--- src/rtl/fstx_pkg.sv ---
package fstx_pkg;

    typedef enum logic {
        TX_IDLE  = 1'b0,
        TX_SHIFT = 1'b1
    } tx_state_e;

endpackage

--- src/rtl/fstx_holdbuf.sv ---
module fstx_holdbuf #(
    parameter int WORD_W = 16
) (
    input  logic              clk,
    input  logic              rst_n,
    input  logic              wr_en,
    input  logic [WORD_W-1:0] wr_data,
    input  logic              take,
    input  logic              clr_ovf,
    output logic              full,
    output logic [WORD_W-1:0] data,
    output logic              ovf_flag
);

    logic drop_evt;
    assign drop_evt = wr_en & full;

    always_ff @(posedge clk) begin
        if (!rst_n) begin
            full     <= 1'b0;
            data     <= '0;
            ovf_flag <= 1'b0;
        end else begin
            if (wr_en && !full) begin
                full <= 1'b1;
                data <= wr_data;
            end else if (take) begin
                full <= 1'b0;
            end
            ovf_flag <= (ovf_flag & ~clr_ovf) | drop_evt;
        end
    end


    drop_sets_ovf_chk: assert property (@(posedge clk) disable iff (!rst_n)
        (wr_en && full) |=> ovf_flag);


    take_when_full_chk: assert property (@(posedge clk) disable iff (!rst_n)
        take |-> full);


    write_fills_chk: assert property (@(posedge clk) disable iff (!rst_n)
        (wr_en && !full) |=> full);

endmodule

--- src/rtl/fstx_engine.sv ---
module fstx_engine
    import fstx_pkg::*;
#(
    parameter int WORD_W = 16
) (
    input  logic              clk,
    input  logic              rst_n,
    input  logic              tick,
    input  logic              framed,
    input  logic              fs_pol_low,
    input  logic              fs_in,
    input  logic              buf_full,
    input  logic [WORD_W-1:0] buf_data,
    input  logic              clr_udf,
    output logic              take,
    output logic              sd,
    output logic              mark,
    output logic              udf_flag
);

    localparam int CW = (WORD_W > 1) ? $clog2(WORD_W) : 1;
    localparam logic [CW-1:0] LAST_IDX = CW'(WORD_W - 1);

    tx_state_e       state, state_nxt;
    logic [CW-1:0]   cnt;
    logic [WORD_W-1:0] sreg;
    logic            fs_act;
    logic            do_start, do_shift, do_stop, mark_new, udf_evt;

    assign fs_act = fs_in ^ fs_pol_low;
    assign take   = do_start;
    assign mark   = mark_q;

    logic mark_q;

    // next-state and transition decode
    always_comb begin
        state_nxt = state;
        do_start  = 1'b0;
        do_shift  = 1'b0;
        do_stop   = 1'b0;
        mark_new  = 1'b0;
        udf_evt   = 1'b0;
        if (tick) begin
            unique case (state)
                TX_IDLE: begin
                    if (fs_act && buf_full) begin          // START
                        do_start  = 1'b1;
                        mark_new  = 1'b1;
                        state_nxt = TX_SHIFT;
                    end
                end
                TX_SHIFT: begin
                    if (cnt != '0) begin                   // NEXT_BIT
                        do_shift = 1'b1;
                    end else if (framed) begin
                        if (fs_act && buf_full) begin      // CHAIN (framed)
                            do_start = 1'b1;
                            mark_new = 1'b1;
                        end else begin                     // STOP
                            do_stop   = 1'b1;
                            udf_evt   = fs_act;
                            state_nxt = TX_IDLE;
                        end
                    end else if (buf_full) begin           // CHAIN (unframed)
                        do_start = 1'b1;
                    end else begin                         // STOP
                        do_stop   = 1'b1;
                        udf_evt   = 1'b1;
                        state_nxt = TX_IDLE;
                    end
                end
                default: state_nxt = TX_IDLE;
            endcase
        end
    end

    // state register
    always_ff @(posedge clk) begin
        if (!rst_n) state <= TX_IDLE;
        else        state <= state_nxt;
    end

    // outputs and datapath
    always_ff @(posedge clk) begin
        if (!rst_n) begin
            sd       <= 1'b0;
            sreg     <= '0;
            cnt      <= '0;
            mark_q   <= 1'b0;
            udf_flag <= 1'b0;
        end else begin
            if (tick) begin
                mark_q <= mark_new;
                if (do_start) begin
                    sd   <= buf_data[WORD_W-1];
                    sreg <= buf_data << 1;
                    cnt  <= LAST_IDX;
                end else if (do_shift) begin
                    sd   <= sreg[WORD_W-1];
                    sreg <= sreg << 1;
                    cnt  <= cnt - 1'b1;
                end else if (do_stop) begin
                    sd <= 1'b0;
                end
            end
            udf_flag <= (udf_flag & ~clr_udf) | udf_evt;
        end
    end


    hold_between_ticks_chk: assert property (@(posedge clk) disable iff (!rst_n)
        !tick |=> $stable(sd) && $stable(mark_q));


    unframed_no_resync_chk: assert property (@(posedge clk) disable iff (!rst_n)
        (!framed && tick && state == TX_SHIFT) |=> !mark_q);


    framed_marks_word_chk: assert property (@(posedge clk) disable iff (!rst_n)
        (take && (framed || state == TX_IDLE)) |=> mark_q);


    udf_sticky_chk: assert property (@(posedge clk) disable iff (!rst_n)
        udf_evt |=> udf_flag);


    idle_data_low_chk: assert property (@(posedge clk) disable iff (!rst_n)
        (state == TX_SHIFT && state_nxt == TX_IDLE) |=> !sd);

endmodule

--- src/rtl/fsync_serial_tx.sv ---
module fsync_serial_tx #(
    parameter int WORD_W = 16
) (
    input  logic              clk,
    input  logic              rst_n,
    input  logic              bit_tick,
    input  logic              cfg_framed,
    input  logic              cfg_fs_low,
    input  logic              wr_en,
    input  logic [WORD_W-1:0] wr_data,
    output logic              buf_empty,
    input  logic              clr_ovf,
    input  logic              clr_udf,
    output logic              ovf_flag,
    output logic              udf_flag,
    input  logic              fs_in,
    output logic              sd_out,
    output logic              fs_out
);

    logic              buf_full;
    logic [WORD_W-1:0] buf_data;
    logic              take;
    logic              mark;

    fstx_holdbuf #(.WORD_W(WORD_W)) i_buf (
        .clk      (clk),
        .rst_n    (rst_n),
        .wr_en    (wr_en),
        .wr_data  (wr_data),
        .take     (take),
        .clr_ovf  (clr_ovf),
        .full     (buf_full),
        .data     (buf_data),
        .ovf_flag (ovf_flag)
    );

    fstx_engine #(.WORD_W(WORD_W)) i_eng (
        .clk        (clk),
        .rst_n      (rst_n),
        .tick       (bit_tick),
        .framed     (cfg_framed),
        .fs_pol_low (cfg_fs_low),
        .fs_in      (fs_in),
        .buf_full   (buf_full),
        .buf_data   (buf_data),
        .clr_udf    (clr_udf),
        .take       (take),
        .sd         (sd_out),
        .mark       (mark),
        .udf_flag   (udf_flag)
    );

    assign buf_empty = ~buf_full;
    assign fs_out    = mark ^ cfg_fs_low;


    ovf_clear_chk: assert property (@(posedge clk) disable iff (!rst_n)
        (clr_ovf && !(wr_en && buf_full)) |=> !ovf_flag);


    udf_clear_chk: assert property (@(posedge clk) disable iff (!rst_n)
        (clr_udf && !bit_tick) |=> !udf_flag);

endmodule

--- config.mk ---
export PLATFORM = sky130hd
export DESIGN_NAME = fsync_serial_tx
export DESIGN_NICKNAME = d
export VERILOG_FILES = /design/src/rtl/fstx_pkg.sv /design/src/rtl/fstx_holdbuf.sv /design/src/rtl/fstx_engine.sv /design/src/rtl/fsync_serial_tx.sv
export SDC_FILE = /design/constraint.sdc
export NUM_CORES = 1
export LEC_CHECK = 0
export BUFFER_PORTS_ARGS = -buffer_cell sky130_fd_sc_hd__buf_4
export CORE_MARGIN = 2
export CORE_UTILIZATION = 45
export DETAILED_ROUTE_END_ITERATION = 10
export HOLD_SLACK_MARGIN = 0.06
export PLACE_DENSITY = 0.72
export SLEW_MARGIN = 10
export SYNTH_ARGS = -nofsm -noshare
export SYNTH_HDL_FRONTEND = slang
export SYNTH_SLANG_ARGS = --single-unit
--- constraint.sdc ---
create_clock -name clk -period 5 [get_ports clk]
set_clock_uncertainty 0.05 [all_clocks]
set_input_delay 0.25 -clock clk [delete_from_list [all_inputs] [get_ports clk]]
set_output_delay 0.25 -clock clk [all_outputs]
set_load 0.01 [all_outputs]
# Word-level counts from Yosys, hierarchy flattened
# Index checks and enable logic that the tools add are counted.
[totals]
reg_bits = 42
input_bits = 25
out_inout_bits = 5
word_cells = 64
[classes]
n_addsub = 1
n_mux = 34
bitwise = 11
n_reduce_logical = 9
[op_table]
columns = ["cell", "n"]
rows = [
  ["16-bit two-way mux", 2],
  ["1-bit two-way mux", 27],
  ["4-bit two-way mux", 2],
  ["1-bit one-hot mux with 2 select lines", 3],
  ["1-bit NOT", 4],
  ["2-bit AND reduction", 2],
  ["2-bit nonzero test", 2],
  ["4-bit nonzero test", 1],
  ["4-bit by 1-bit subtractor with 4-bit output (second input constant)", 1],
  ["1-bit bitwise AND", 3],
  ["3-bit nonzero test", 1],
  ["1-bit logical AND", 2],
  ["1-bit OR", 2],
  ["1-bit XOR", 2],
  ["1-bit logical NOT", 1],
]

# Depth between registers and ports, before layout
[logic_depth]
ltp_word = 10
depth_mapped = 7
mapped_depth_nobuf = 6

# Hierarchy
# Synthesis repeated with hierarchy kept, for this count alone.
[hier_totals]
hier_cells = 218
area_unflattened_um2 = 1943.1
[modules_own_cells]
columns = ["mod", "n_inst", "cells_per_inst", "area_per_inst_um2", "seq_area_each_um2"]
rows = [
  ["fstx_engine", 1, 138, 1198.6, 460.4],
  ["fstx_holdbuf", 1, 78, 732.0, 360.3],
  ["fsync_serial_tx", 1, 2, 12.5, 0.0],
]

# Worst setup path after synthesis
# No wires, ideal clock.
[synth_path]
kind = "reg2reg"
from = "register i_eng.cnt[0]"
to = "register i_eng.sreg[15]"
setup_time_ps = 122
arrival_time_ps = 1669
t_required_ps = 4828
path_slack_ps = 3159
path_stages_with_launch = 8
n_path_buf = 1
period_less_slack_ps = 1841
cell_sequence = "dfxtp_1 inv_1 ha_1 or3b_4 a221o_2 buf_6 o21ai_1 a31oi_1"
[synth_between]
elab_chain_len = 6
word_cells_on_any_way = 10
cone_classes = "mux (7); reduce/logical (3)"
[synth_rtl]
columns = ["element", "line_no", "source"]
rows = [
  ["from (decl)", "fstx_engine.sv:25", "logic [CW-1:0] cnt;"],
  ["from (signal assigned)", "fstx_engine.sv:102", "cnt <= cnt - 1'b1;"],
  ["4-bit nonzero test *", "fstx_engine.sv:54", "if (cnt != '0) begin"],
  ["1-bit two-way mux", "fstx_engine.sv:54", ""],
  ["1-bit one-hot mux with 2 select lines / 1-bit two-way mux (equally long branches)", "fstx_engine.sv:45", "unique case (state)"],
  ["1-bit two-way mux", "fstx_engine.sv:44", "if (tick) begin"],
  ["2-bit nonzero test (no line)", "-", ""],
  ["2-bit AND reduction (no line)", "-", ""],
  ["to (signal assigned)", "fstx_engine.sv:97", "sreg <= buf_data << 1;"],
  ["to (signal assigned)", "fstx_engine.sv:101", "sreg <= sreg << 1;"],
  ["to (decl)", "fstx_engine.sv:26", "logic [WORD_W-1:0] sreg;"],
]
# Every way passes the cells marked *; elsewhere a longest branch is shown, timed or not.
# A chain may end at the register's enable or synchronous reset.

# Final worst setup path
[layout_path]
from = "register i_eng.cnt[0]"
to = "register i_eng.sreg[10]"
# Same word-level chain as after synthesis.

==> impl_metrics.yaml <==
clocking:
  cts_hold_buf: 0
  post_cts_buffers: 0
  insertion_delay_ns: 0.28
  clock-root-buffer: "clkbuf_8"
  clk_path_buf_depth: 2
  cts_made_buffers: 5
  cts.htree.levels: 2
  cts_sinks: 41
  cts.repair.resized: 0
  clk_pin_slew_ns: 0.07
  cts_tree: "done"
die:
  io_pins: 30
  start_util: 0.472
  die_width_um: 66.4
  coreArea_mm2: 0.00372
  die_area_mm2: 0.00441
  die_h_um: 66.4
  rows: 22
setup_path:
  cp_data_arrival_time_ns: 2.19
  reg2reg_depth: 6
  path_max_fanout: 33
  critPathCaptureType: "flop"
  worst-path-buf-inv: 1
  rrSetupSlack_ns: 2.89
  slowest_stage: "a221o_2"
  critPathRequiredTime_ns: 5.09
  path_cells: "inv_1 > ha_1 > or3b_4 > a221o_2 > o21ai_1 > a31oi_1"
  timing.rr.start: "i_eng.cnt[0]"
  path_class: "reg -> reg"
  cp_top_family: "compound AO/OA/AOI/OAI gates"
  cpPeakStageDelay_ns: 0.64
  r2r_end: "i_eng.sreg[10]"
  crit_path_start_kind: "flop"
min_path:
  min_from: "wr_data[8]"
  hold_end: "i_buf.data[8]"
  min_path_cells: 3
  hp-class: "in -> reg"
placement:
  placedCellCount: 278
  portBuffers: 29
  place.detailed.hpwl_um: 2250
  placed_area_mm2: 0.00197
  routabilityCongestion: 0.759
sta:
  max_clock_freq_mhz: 475
  slew_headroom: 0.276
  setup-violations-final: 0
  final_max_slew_viol_count: 0
  fin_crit_ns: 2.11
  finalHoldViolCount: 0
  tightest_slew_ns: 1.08
  finalSetupTns_ns: 0
  period_share: 0.421
  rsz0062_at_grt: "no"
global_routing:
  grt_pass1_vias: 1277
  antenna_found_initial: 0
  track_usage: 0.167
  grt_pass1_wl_um: 5630
  grt_remaining_overflow: 0
  grt_max_degree: 42
routing:
  first_pass_iters: 4
  routed_wl_um: 3340
  drt_iter0_drc: 52
  antenna_left: 0
  detailroute.via_count: 1451
  avgViaCountPerCell: 5.09
  wire_per_inst_um: 11.7
  drcViolationCount: 0
finish:
  area_growth_pct: 18.2
  fin_util: 0.558
  drive_above_1_share: 0.177
  diodes: 0
  nNetsFinal: 264
  final_area_mm2: 0.00207
  final_common_cell: "nand2_1"
  final_cell_count_no_fill: 285
  final_cell_mix: "65 x nand2_1, 41 x dfxtp_1, 30 x buf_4"
power:
  total_power_mw: 0.688
  ir_drop_mv: 0.205
  p_per_area_mw_per_mm2: 332
  leakagePower_nw: 0.772
synthesis:
  ys_types: 30
  synthTopCellsByArea: "dfxtp_1 47%, nand2_1 14%, a21boi_0 8.1%"
  synth.top_cell.area_share: 0.468
  synthCells: 212
  syn_nets: 239
  yosys.area.top_type: "dfxtp_1"
  synth.avg_cell_area_um2: 8.27
  ys_warn_count: 0
  seq_area_frac_synth: 0.468
  synth_seq_cells: 41
  synthesis.area_mm2: 0.00175
status:
  status: "finished, final reports clean"
run:
  drv_cap: 0
[tightest hold or removal path, delay by kind of cell]
family | cells | cell delay, ns
buffers and inverters | 1 | 0.11
AOI/OAI and AO/OA | 1 | 0.06
and+or+nand+nor | 1 | 0.04
[per-layer routing]
metal | global-route usage | vias to the layer above | routed length, µm
met3 | 0.0511 | 2 | 74
met4 | 0.0536 | 0 | 27
li1 | - | 772 | -
met1 | 0.222 | 660 | 1680
met2 | 0.256 | 17 | 1560
met5 | 0 | - | 0
[Yosys cell counts]
cell / count
a21boi_0: 19
clkbuf_8: 1
clkbuf_1: 9
o221a_2: 1
inv_1: 4
ha_1: 2
nor2b_1: 4
a211oi_1: 1
nand2_1: 65
and2_1: 1
nand2b_1: 2
a221o_2: 1
nor2_1: 2
o21ai_0: 4
a22oi_1: 2
or3b_4: 1
xnor2_1: 2
a31oi_1: 13
nor3b_1: 1
o21ai_1: 11
a21boi_1: 4
buf_6: 2
xor2_1: 2
nand3_1: 5
a221oi_1: 1
a21oi_1: 5
nor3_1: 3
o21a_1: 1
dfxtp_1: 41
o21ai_2: 2
[stage by stage]
stage,setup slack [ns],hold slack [ns]
6_report,2.89,0.167
3_3_place_gp,2.94,0.406
5_1_grt,2.78,0.167
4_1_cts,2.89,0.163
2_1_floorplan,3.16,0.345
3_5_place_dp,2.89,0.412
[logic make-up after synthesis]
group           after synthesis  share of synthesized area
buf+inv                      16                     0.0485
xor+xnor                      4                     0.0200
simple gates                 84                      0.202
compound gates               65                      0.247
flops                        41                      0.468
fa+ha+maj                     2                     0.0143
[state kept, by name (all words and copies together) (netlist names)]
register	count
i_buf.data	16
i_eng.state	1
i_eng.mark	1
i_eng.sreg	15
i_eng.udf_flag	1
i_buf.ovf_flag	1
i_eng.cnt	4
i_buf.full	1
i_eng.sd	1
[worst max path at each step]
stage,cells past startpoint,slack [ns],start,to
6_report,6,2.89,i_eng.cnt[0],i_eng.sreg[10]
5_1_grt,6,2.78,i_eng.cnt[0],i_eng.sreg[3]
4_1_cts,6,2.89,i_eng.cnt[0],i_eng.sreg[12]
3_5_place_dp,6,2.89,i_eng.cnt[0],i_eng.sreg[12]
3_3_place_gp,6,2.94,i_eng.cnt[0],i_eng.sreg[12]
2_1_floorplan,7,3.16,i_eng.cnt[0],i_eng.sreg[15]
[report_power, final]
part / internal (mW) / total (mW) / leakage, nW / switching [mW]
logic: 0.0383 / 0.0780 / 0.383 / 0.0397
clock network: 0.145 / 0.254 / 0.0540 / 0.109
registers: 0.345 / 0.356 / 0.335 / 0.0116
total: 0.528 / 0.688 / 0.772 / 0.160
[final cells by class]
cell class	count	area, µm²
fillers	358	1640
well taps	48	60.1
repair buffers	30	225
multi-input cells	155	847
clock inverters	2	35.0
inverters	4	15.0
clock buffers	5	68.8
flip-flops and latches	41	821
(Power assumes the default switching activity.)
